## src/rtl/lat_pkg.sv

```systemverilog
package lat_pkg;
    localparam int LA_W      = 3;
    localparam int NUM_LOCKS = 1 << LA_W;
    localparam int CNT_W     = LA_W + 1;
    localparam logic [CNT_W-1:0] LOCK_MAX = CNT_W'(NUM_LOCKS);
    localparam logic [LA_W-1:0]  SLOT_ONE = LA_W'(1);

    // lock index of the instruction that must wait for the one at ptr
    function automatic logic [LA_W-1:0] wait_slot(input logic [LA_W-1:0] ptr,
                                                  input logic [LA_W-1:0] la);
        return ptr + la + SLOT_ONE;
    endfunction
endpackage

```

## src/rtl/lat_lock_ring.sv

```systemverilog
module lat_lock_ring
    import lat_pkg::*;
(
    input  logic                       clk,
    input  logic                       rst_n,
    input  logic                       inc_en,
    input  logic [LA_W-1:0]            inc_idx,
    input  logic                       dec_a_en,
    input  logic [LA_W-1:0]            dec_a_idx,
    input  logic                       dec_b_en,
    input  logic [LA_W-1:0]            dec_b_idx,
    output logic                       ready,
    output logic [LA_W-1:0]            ptr_q,
    output logic [NUM_LOCKS*CNT_W-1:0] locks_flat
);
    logic [CNT_W-1:0] lock_q [NUM_LOCKS];

    always_ff @(posedge clk) begin
        if (!rst_n) begin
            ptr_q <= '0;
        end else if (inc_en) begin
            ptr_q <= ptr_q + SLOT_ONE;
        end
    end

    for (genvar g = 0; g < NUM_LOCKS; g++) begin : g_lock
        logic inc_hit, a_hit, b_hit;
        logic [CNT_W-1:0] lock_d;

        always_comb begin
            inc_hit = inc_en   && (inc_idx   == LA_W'(g));
            a_hit   = dec_a_en && (dec_a_idx == LA_W'(g));
            b_hit   = dec_b_en && (dec_b_idx == LA_W'(g));
            lock_d  = lock_q[g]
                    + {{(CNT_W-1){1'b0}}, inc_hit}
                    - {{(CNT_W-1){1'b0}}, a_hit}
                    - {{(CNT_W-1){1'b0}}, b_hit};
        end

        always_ff @(posedge clk) begin
            if (!rst_n) begin
                lock_q[g] <= '0;
            end else begin
                lock_q[g] <= lock_d;
            end
        end

        assign locks_flat[g*CNT_W +: CNT_W] = lock_q[g];
    end

    assign ready = (lock_q[ptr_q] == '0);
endmodule

```

## src/rtl/lat_fixed_delay.sv

```systemverilog
module lat_fixed_delay #(
    parameter int DEPTH = 4,
    parameter int W     = 5
) (
    input  logic         clk,
    input  logic         rst_n,
    input  logic         in_valid,
    input  logic [W-1:0] in_data,
    output logic         out_valid,
    output logic [W-1:0] out_data
);
    logic         vld_q [DEPTH];
    logic [W-1:0] dat_q [DEPTH];

    for (genvar k = 0; k < DEPTH; k++) begin : g_stage
        logic         vld_in;
        logic [W-1:0] dat_in;
        if (k == 0) begin : g_head
            assign vld_in = in_valid;
            assign dat_in = in_data;
        end else begin : g_body
            assign vld_in = vld_q[k-1];
            assign dat_in = dat_q[k-1];
        end

        always_ff @(posedge clk) begin
            if (!rst_n) begin
                vld_q[k] <= 1'b0;
                dat_q[k] <= '0;
            end else begin
                vld_q[k] <= vld_in;
                dat_q[k] <= dat_in;
            end
        end
    end

    assign out_valid = vld_q[DEPTH-1];
    assign out_data  = dat_q[DEPTH-1];
endmodule

```

## src/rtl/lookahead_lock_tracker.sv

```systemverilog
module lookahead_lock_tracker
    import lat_pkg::*;
#(
    parameter int NUM_STREAMS = 4,
    parameter int PIPE_DELAY  = 4,
    localparam int SW = (NUM_STREAMS > 1) ? $clog2(NUM_STREAMS) : 1
) (
    input  logic                   clk,
    input  logic                   rst_n,
    input  logic                   iss_valid,
    input  logic [SW-1:0]          iss_stream,
    input  logic [LA_W-1:0]        iss_lookahead,
    input  logic                   iss_has_mem,
    output logic [LA_W-1:0]        iss_wait_idx,
    input  logic                   mem_cpl_valid,
    input  logic [SW-1:0]          mem_cpl_stream,
    input  logic [LA_W-1:0]        mem_cpl_idx,
    output logic [NUM_STREAMS-1:0] ready
);
    localparam int PW = SW + LA_W;

    logic [LA_W-1:0]  ptr_all [NUM_STREAMS];
    logic [NUM_STREAMS*NUM_LOCKS*CNT_W-1:0] lock_flat;

    logic             pipe_out_valid;
    logic [PW-1:0]    pipe_out_data;
    logic [SW-1:0]    pipe_stream;
    logic [LA_W-1:0]  pipe_idx;

    assign iss_wait_idx = wait_slot(ptr_all[iss_stream], iss_lookahead);

    lat_fixed_delay #(
        .DEPTH (PIPE_DELAY),
        .W     (PW)
    ) u_fixed_delay (
        .clk       (clk),
        .rst_n     (rst_n),
        .in_valid  (iss_valid && !iss_has_mem),
        .in_data   ({iss_stream, iss_wait_idx}),
        .out_valid (pipe_out_valid),
        .out_data  (pipe_out_data)
    );

    assign {pipe_stream, pipe_idx} = pipe_out_data;

    for (genvar s = 0; s < NUM_STREAMS; s++) begin : g_stream
        lat_lock_ring u_ring (
            .clk        (clk),
            .rst_n      (rst_n),
            .inc_en     (iss_valid && (iss_stream == SW'(s))),
            .inc_idx    (iss_wait_idx),
            .dec_a_en   (mem_cpl_valid && (mem_cpl_stream == SW'(s))),
            .dec_a_idx  (mem_cpl_idx),
            .dec_b_en   (pipe_out_valid && (pipe_stream == SW'(s))),
            .dec_b_idx  (pipe_idx),
            .ready      (ready[s]),
            .ptr_q      (ptr_all[s]),
            .locks_flat (lock_flat[s*NUM_LOCKS*CNT_W +: NUM_LOCKS*CNT_W])
        );
    end
endmodule

```

## config.mk

```make
export PLATFORM = sky130hd
export DESIGN_NAME = lookahead_lock_tracker
export DESIGN_NICKNAME = d
export VERILOG_FILES = /design/src/rtl/lat_pkg.sv /design/src/rtl/lat_lock_ring.sv /design/src/rtl/lat_fixed_delay.sv /design/src/rtl/lookahead_lock_tracker.sv
export SDC_FILE = /design/constraint.sdc
export NUM_CORES = 1
export LEC_CHECK = 0
export BUFFER_PORTS_ARGS = -buffer_cell sky130_fd_sc_hd__buf_2
export CORE_MARGIN = 2
export CORE_UTILIZATION = 50
export CTS_CLUSTER_SIZE = 20
export DETAILED_ROUTE_END_ITERATION = 8
export PLACE_DENSITY = 0.66
export SYNTH_ARGS = -nofsm -noshare
export SYNTH_HDL_FRONTEND = slang
export SYNTH_SLANG_ARGS = --single-unit
export TNS_END_PERCENT = 30
```

## constraint.sdc

```tcl
create_clock -name clk -period 5.04 [get_ports clk]
set_input_delay 0.252 -clock clk [delete_from_list [all_inputs] [get_ports clk]]
set_output_delay 0.252 -clock clk [all_outputs]
set_load 0.005 [all_outputs]
```

==> flow_summary_export.csv, run 1 <==
group,metric,value,unit
status,status,"finished clean",
min_path,holdCritPathClass,"primary input to register",
setup_path,slowest_delay,0.87,ns
sta,maxSlewViolCount,0,
yosys,synthArstFlopShare,0,
routing,wl_per_cell,15.0,um
setup_path,path_max_fanout,12,
sta,fmax,236,MHz
routing,finalWirelength,19300,um
cells_and_area,fin_nets,1188,
setup_path,end_kind,"register",
yosys,synth_top_area_share,0.359,
yosys,yosysSeqAreaShare,0.359,
global_route,grt_pass1_vias,6204,
cells_and_area,drive_gt1_frac,0.0784,
clock_network,post_cts_buffers,0,
cells_and_area,multi_input_area,5550,sq um
routing,route.detailed.drc,0,
yosys,synth_cell_types,44,
floorplan,start_util,0.507,
clock_network,cts_resized,0,
sta,finalHoldViolations,0,
min_path,holdPathStages,3,
setup_path,path_common_cell,"inv_1",
routing,wl_met2,8660,um
setup_path,worst-endpoint-arrival,4.56,ns
setup_path,path_class,"register to register",
global_route,grt_pass1_wl,31500,um
sta,setup_ws,0.810,ns
power,p_leak,4.91,nW
routing,m1WireLength,9150,um
yosys,post-synth-top-area-cell,"dfxtp_1",
yosys,ys_top_cells_by_count,"176 x dfxtp_1, 158 x inv_1, 140 x and2_1",
cells_and_area,fillers,1743,
clock_network,clk_latency,0.44,ns
routing,vias,6224,
routing,drtIter0Drc,336,
yosys,yosys.cell_count.top_type,"dfxtp_1",
run,cap_violations,0,
yosys,synth_edf_count,0,
yosys,synth_area_leaders,"dfxtp_1 36%, fa_1 13%, ha_1 13%",
global_route,grt_max_degree,121,
power,ir_drop,0.000177,V
routing,dr.pass1.iters,5,
sta,worst_pin_slew,0.973,ns
routing,routed.top_layer,"met4",
sta,fin_crit,4.23,ns
setup_path,endpoint,"g_stream[2].u_ring.lock_q[1][3]",
yosys,ys_ff_latch,176,
yosys,synth.avg_cell_area,9.84,sq um
routing,avgViaCountPerCell,4.84,
setup_path,slowest_stage,"fa_1",
placed_design,gp_congestion,0.861,
setup_path,startpoint,"g_stream[3].u_ring.ptr_q[0]",
yosys,syn_inst,996,
yosys,ys_warn_count,0,
floorplan,die_h,144,um
cells_and_area,regArea,3520,sq um
power,p_per_area,280,nW/um^2
clock_network,cts_root_buffer,"clkbuf_16",
cells_and_area,n_antenna_cell,0,
clock_network,clk_pin_slew_worst_paths,0.07,ns
clock_network,hold_buffers,1,
floorplan,row_count,51,
sta,setup_viol,0,
placed_design,detailed_place_hpwl,14100,um
yosys,syn-num-nets,1177,
global_route,track_usage,0.202,
global_route,antenna_found_initial,1,
sta,maxSlewHeadroom,0.351,
setup_path,reg2reg_to,"g_stream[2].u_ring.lock_q[1][3]",
floorplan,die_width,144,um
yosys,synth-main-ff-cell,"dfxtp_1",
sta,finalCritPeriodShare,0.839,
sta,tns,0,ns
floorplan,core,19300,sq um
setup_path,worst-r2r-setup-slack,0.81,ns
placed_design,port_buffers,21,
sta,rsz0062_at_grt,"no",
setup_path,critPathRequiredTime,5.37,ns
sta,skew,0.0104,ns
floorplan,ioPinCount,22,
setup_path,ff2ff_path_depth,16,
clock_network,cts_tree,"done",
clock_network,htree_levels,4,
setup_path,path_cells,"mux4_2 > inv_1 > ha_1 > fa_1 > inv_1 > nor2_1 > nand3_1 > fa_1 > ha_1 > inv_1 > ha_1 > inv_1 > fa_1 > xnor2_1 > xnor2_1 > and2_1",
clock_network,clock_path_buffers,2,
yosys,synth_area,9800,sq um
clock_network,cts_made_buffers,17,
clock_network,cts_sinks,176,
setup_path,startpoint_type,"register",
floorplan,dieArea,20700,sq um
routing,dr_wl_met3,1100,um
global_route,overflow,0,
setup_path,rr_startpoint,"g_stream[3].u_ring.ptr_q[0]",
cells_and_area,synthToLayoutAreaGrowth,9.05,%
placed_design,place_ws,0.725,ns
routing,antenna_left,0,
## state kept, by name, summed over array words and instances (netlist names), named ones only
register,flops
u_fixed_delay.vld_q,4
g_stream.u_ring.ptr_q,12
u_fixed_delay.dat_q,20
g_stream.u_ring.lock_q,128
## logic make-up (layout without fill, tap and decap cells)
logic type	Yosys count	after routing	share of synthesized area
adders and majority gates	166	166	0.262
and+or+nand+nor	357	357	0.203
muxes	7	7	0.0137
DFF	176	176	0.359
AOI/OAI and AO/OA	26	26	0.0194
xor gates and xnor gates	74	74	0.0680
buffers and inverters	190	214	0.0747
## per-stage QoR
stage | util | std cells | hold slack (ns) | cell area, sq um | power, mW
2_1_floorplan | - | 996 | 0.324 | 9800 | 1.67
6_report | 0.553 | 1285 | 0.110 | 10700 | 3.00
3_5_place_dp | 0.523 | 1252 | 0.412 | 10100 | 1.75
4_1_cts | 0.553 | 1285 | 0.0916 | 10700 | 3.03
5_1_grt | 0.553 | 1285 | 0.117 | 10700 | 3.12
3_3_place_gp | 0.523 | 1252 | 0.413 | 10100 | 1.74
## worst max-delay path: cells and delay by family, from the launching register on
family	cells	cell delay (ns)
XOR/XNOR	2	0.26
adder cells (fa/ha/maj)	6	2.26
buffers and inverters	4	0.30
flip-flops	1	0.39
multiplexers	1	0.25
AND/OR/NAND/NOR	3	0.64
## cell type report
type                            instances  share of cell area
Multi-Input combinational cell        630               0.519
Sequential cell                       176               0.330
Inverter                              159              0.0558
Clock buffer                           20              0.0437
Tap cell                              265              0.0310
Timing Repair Buffer                   23              0.0117
Clock inverter                         12             0.00925
## report_power, final
group	internal (mW)	switching, mW	leakage (nW)
registers	1.43	0.0287	1.43
logic	0.111	0.143	3.20
clock network	0.683	0.600	0.280
## worst min-delay path by stage
stage / start / endpoint
2_1_floorplan: iss_has_mem / u_fixed_delay.vld_q[0]
3_3_place_gp: u_fixed_delay.vld_q[1] / u_fixed_delay.vld_q[2]
3_5_place_dp: iss_has_mem / u_fixed_delay.vld_q[0]
4_1_cts: iss_valid / u_fixed_delay.vld_q[0]
5_1_grt: iss_valid / u_fixed_delay.vld_q[0]
6_report: iss_valid / u_fixed_delay.vld_q[0]
## metal layers
metal	vias to the layer above	GRT usage
li1	3123	-
met1	2971	0.271
met2	109	0.315
met3	21	0.0560
met4	0	0.0666
met5	-	0
## cells in the final DEF, fill, tap and decap left out, drive strengths merged, types with 2 or more instances in the layout
| master | count |
|---|---|
| dfxtp | 176 |
| inv | 165 |
| and2 | 140 |
| ha | 101 |
| nor2 | 85 |
| xnor2 | 70 |
| fa | 65 |
| nand2 | 33 |
| nor2b | 25 |
| buf | 22 |
| clkbuf | 20 |
| nor4 | 15 |
| nand3b | 13 |
| nand3 | 11 |
| or2 | 7 |
| or3b | 6 |
| or4 | 6 |
| o21ai | 6 |
| mux4 | 5 |
| or4b | 5 |
| clkinv | 5 |
| o41ai | 4 |
| o221ai | 4 |
| xor2 | 4 |
| nor3 | 4 |
| a21boi | 3 |
| or3 | 2 |
| and3b | 2 |
| o21a | 2 |
| o211ai | 2 |
(Power assumes the default switching activity.)
==> run 2, diff against run 1 <==
--- a/config.mk
+++ b/config.mk
@@ -5,6 +5,7 @@
 export SDC_FILE = /design/constraint.sdc
 export NUM_CORES = 1
 export LEC_CHECK = 0
+export ABC_AREA = 1
 export BUFFER_PORTS_ARGS = -buffer_cell sky130_fd_sc_hd__buf_2
 export CORE_MARGIN = 2
 export CORE_UTILIZATION = 50
==> constraint.sdc (replaced) <==
create_clock -name clk -period 3.94 [get_ports clk]
set_input_delay 0.197 -clock clk [delete_from_list [all_inputs] [get_ports clk]]
set_output_delay 0.197 -clock clk [all_outputs]
set_load 0.005 [all_outputs]
==> flow_summary_export.csv, run 2 <==
group,metric,value,unit
yosys,synth-main-ff-cell,"dfxtp_1",
routing,dr.pass1.iters,5,
cells_and_area,drive_gt1_frac,0.0641,
floorplan,start_util,0.508,
floorplan,ioPinCount,22,
yosys,syn_inst,1213,
placed_design,dp.cells,1480,
sta,finalHoldViolations,0,
yosys,synth_edf_count,0,
sta,fin_crit,3.78,ns
cells_and_area,top_register,"g_stream.u_ring.lock_q",
routing,antenna_left,0,
global_route,grt_pass1_wl,35700,um
placed_design,place_ws,0.0529,ns
cells_and_area,final_cell_area,10900,sq um
sta,setup_ws,0.164,ns
cells_and_area,final_common_cell,"inv_1",
sta,skew,0.00791,ns
clock_network,cts_sinks,176,
global_route,grt_pass1_vias,7152,
floorplan,die_h,145,um
yosys,ys_ff_latch,176,
cells_and_area,synthToLayoutAreaGrowth,10.3,%
yosys,synth_cell_types,26,
floorplan,die_width,145,um
power,p_int,3.05,mW
cells_and_area,largestRegisters,"g_stream.u_ring.lock_q x128, u_fixed_delay.dat_q x20, g_stream.u_ring.ptr_q x12",
sta,setup_viol,0,
routing,route.detailed.drc,0,
sta,worst_pin_slew,0.563,ns
floorplan,row_count,51,
cells_and_area,fin_nets,1417,
cells_and_area,final_cells,1514,
yosys,ys_warn_count,0,
global_route,track_usage,0.228,
placed_design,port_buffers,21,
power,seq_power_share,0.460,
yosys,synth_area_leaders,"dfxtp_1 36%, fa_1 13%, ha_1 13%",
global_route,antenna_found_initial,1,
yosys,synth_top_area_share,0.356,
cells_and_area,final_core_util,0.560,
clock_network,htree_levels,4,
yosys,synth.avg_cell_area,8.15,sq um
clock_network,cts_tree,"done",
setup_path,cp_num_buf_inv,3,
power,p_per_area,373,nW/um^2
power,total_power,4.07,mW
sta,finalCritPeriodShare,0.958,
routing,wl_per_cell,14.4,um
min_path,holdCritPathClass,"primary input to register",
setup_path,cp_top_family,"adder cells",
setup_path,slowest_stage,"fa_1",
clock_network,clock_path_buffers,2,
placed_design,gp_congestion,0.969,
cells_and_area,final_cell_mix,"311 x inv_1, 176 x dfxtp_1, 148 x nand2_1",
routing,finalWirelength,21800,um
power,p_leak,5.91,nW
clock_network,cts_made_buffers,17,
global_route,overflow,0,
yosys,ys_top_cells_by_count,"311 x inv_1, 176 x dfxtp_1, 148 x nand2_1",
yosys,synthArstFlopShare,0,
sta,maxSlewViolCount,0,
status,status,"finished clean",
power,swShare,0.252,
min_path,hp-start,"iss_stream[1]",
yosys,synth_area,9890,sq um
clock_network,clk_latency,0.44,ns
routing,avgViaCountPerCell,4.82,
routing,drtIter0Drc,518,
cells_and_area,fillers,1780,
placed_design,dpl_cell_area,10200,sq um
clock_network,clk_pin_slew_worst_paths,0.07,ns
setup_path,critPathRequiredTime,4.32,ns
setup_path,path_class,"register to register",
sta,tns,0,ns
floorplan,core,19500,sq um
setup_path,startpoint_type,"register",
cells_and_area,n_antenna_cell,0,
yosys,syn-num-nets,1394,
setup_path,startpoint,"g_stream[1].u_ring.ptr_q[0]",
run,cap_violations,0,
global_route,grt_max_degree,55,
placed_design,detailed_place_hpwl,16100,um
floorplan,dieArea,20900,sq um
cells_and_area,largest_reg_flops,128,
power,p_sw,1.02,mW
setup_path,rr_startpoint,"g_stream[1].u_ring.ptr_q[0]",
sta,fin_hold_ws,0.0491,ns
setup_path,path_max_fanout,13,
yosys,post-synth-top-area-cell,"dfxtp_1",
setup_path,path_cells,"inv_1 > o22ai_1 > nor2_1 > ha_1 > fa_1 > xnor2_1 > nand3_1 > nand2_4 > nand3_1 > fa_1 > ha_1 > inv_1 > ha_1 > inv_1 > fa_1 > xor2_1 > o21ai_0 > a21oi_1",
sta,maxSlewHeadroom,0.625,
setup_path,worst-endpoint-arrival,4.16,ns
power,p_clk_frac,0.448,
clock_network,cts_root_buffer,"clkbuf_16",
yosys,yosysSeqAreaShare,0.356,
power,ir_drop,0.000300,V
power,combinationalPowerShare,0.092,
sta,fmax,265,MHz
yosys,yosys.cell_count.top_type,"inv_1",
setup_path,end_kind,"register",
routing,vias,7303,
setup_path,slowest_delay,0.40,ns
[run 2: cell count changes after synthesis, moves of 46 or more]
cell / change
nand2_1: +115
nand3_1: +47
a21oi_1: +46
nor2_1: +60
xnor2_1: -54
and2_1: -140
inv_1: +153
[run 2: metal layers]
layer,vias up,wire length [um],track usage
li1,3691,-,-
met1,3392,9850,0.297
met2,176,10300,0.380
met3,42,1180,0.0430
met4,2,521,0.0802
met5,-,7,0
[run 2: path summary, 6_finish.rpt]
check | slack [ns] | depth (start not counted) | to
max | 0.16 | 18 | g_stream[0].u_ring.lock_q[4][3]
min | 0.05 | 3 | u_fixed_delay.dat_q[0][4]
max reg2reg | 0.16 | 18 | g_stream[0].u_ring.lock_q[4][3]
min reg2reg | 0.41 | 2 | u_fixed_delay.dat_q[1][3]
[run 2: tightest hold or removal path, cell delays in order]
cell and delay, ns:
buf_2 0.15, nand2_1 0.07, inv_1 0.04
[run 2: cells by family after synthesis]
| kind of cell | share of synthesized area |
|---|---|
| xor gates and xnor gates | 0.0301 |
| buffers and inverters | 0.134 |
| DFF | 0.356 |
| and+or+nand+nor | 0.177 |
| adders and majority gates | 0.259 |
| AOI/OAI and AO/OA | 0.0430 |
[run 2: power groups by stage]
stage                     clock network [mW]  logic, mW  registers [mW]
after floorplan                            0      0.262            1.90
after global placement                     0      0.357            1.91
after detailed placement                   0      0.363            1.91
after global routing                    1.93      0.426            1.88
final                                   1.83      0.374            1.87
after CTS                               1.86      0.368            1.87
[run 2: cell type report]
class	count	area (sq um)	area share
multi-input cells	695	5050	0.463
well taps	265	332	0.0304
inverters	314	1180	0.108
repair buffers	32	193	0.0177
clock buffers	19	443	0.0406
clock inverters	13	184	0.0169
flip-flops and latches	176	3520	0.323
[run 2: what timing repair did]
item,4_1_cts,5_1_grt
endpoints found under the hold margin,1,0
buffers inserted,0,1
hold buffers,1,0
setup endpoints to repair,0,8
gates resized for setup,0,2
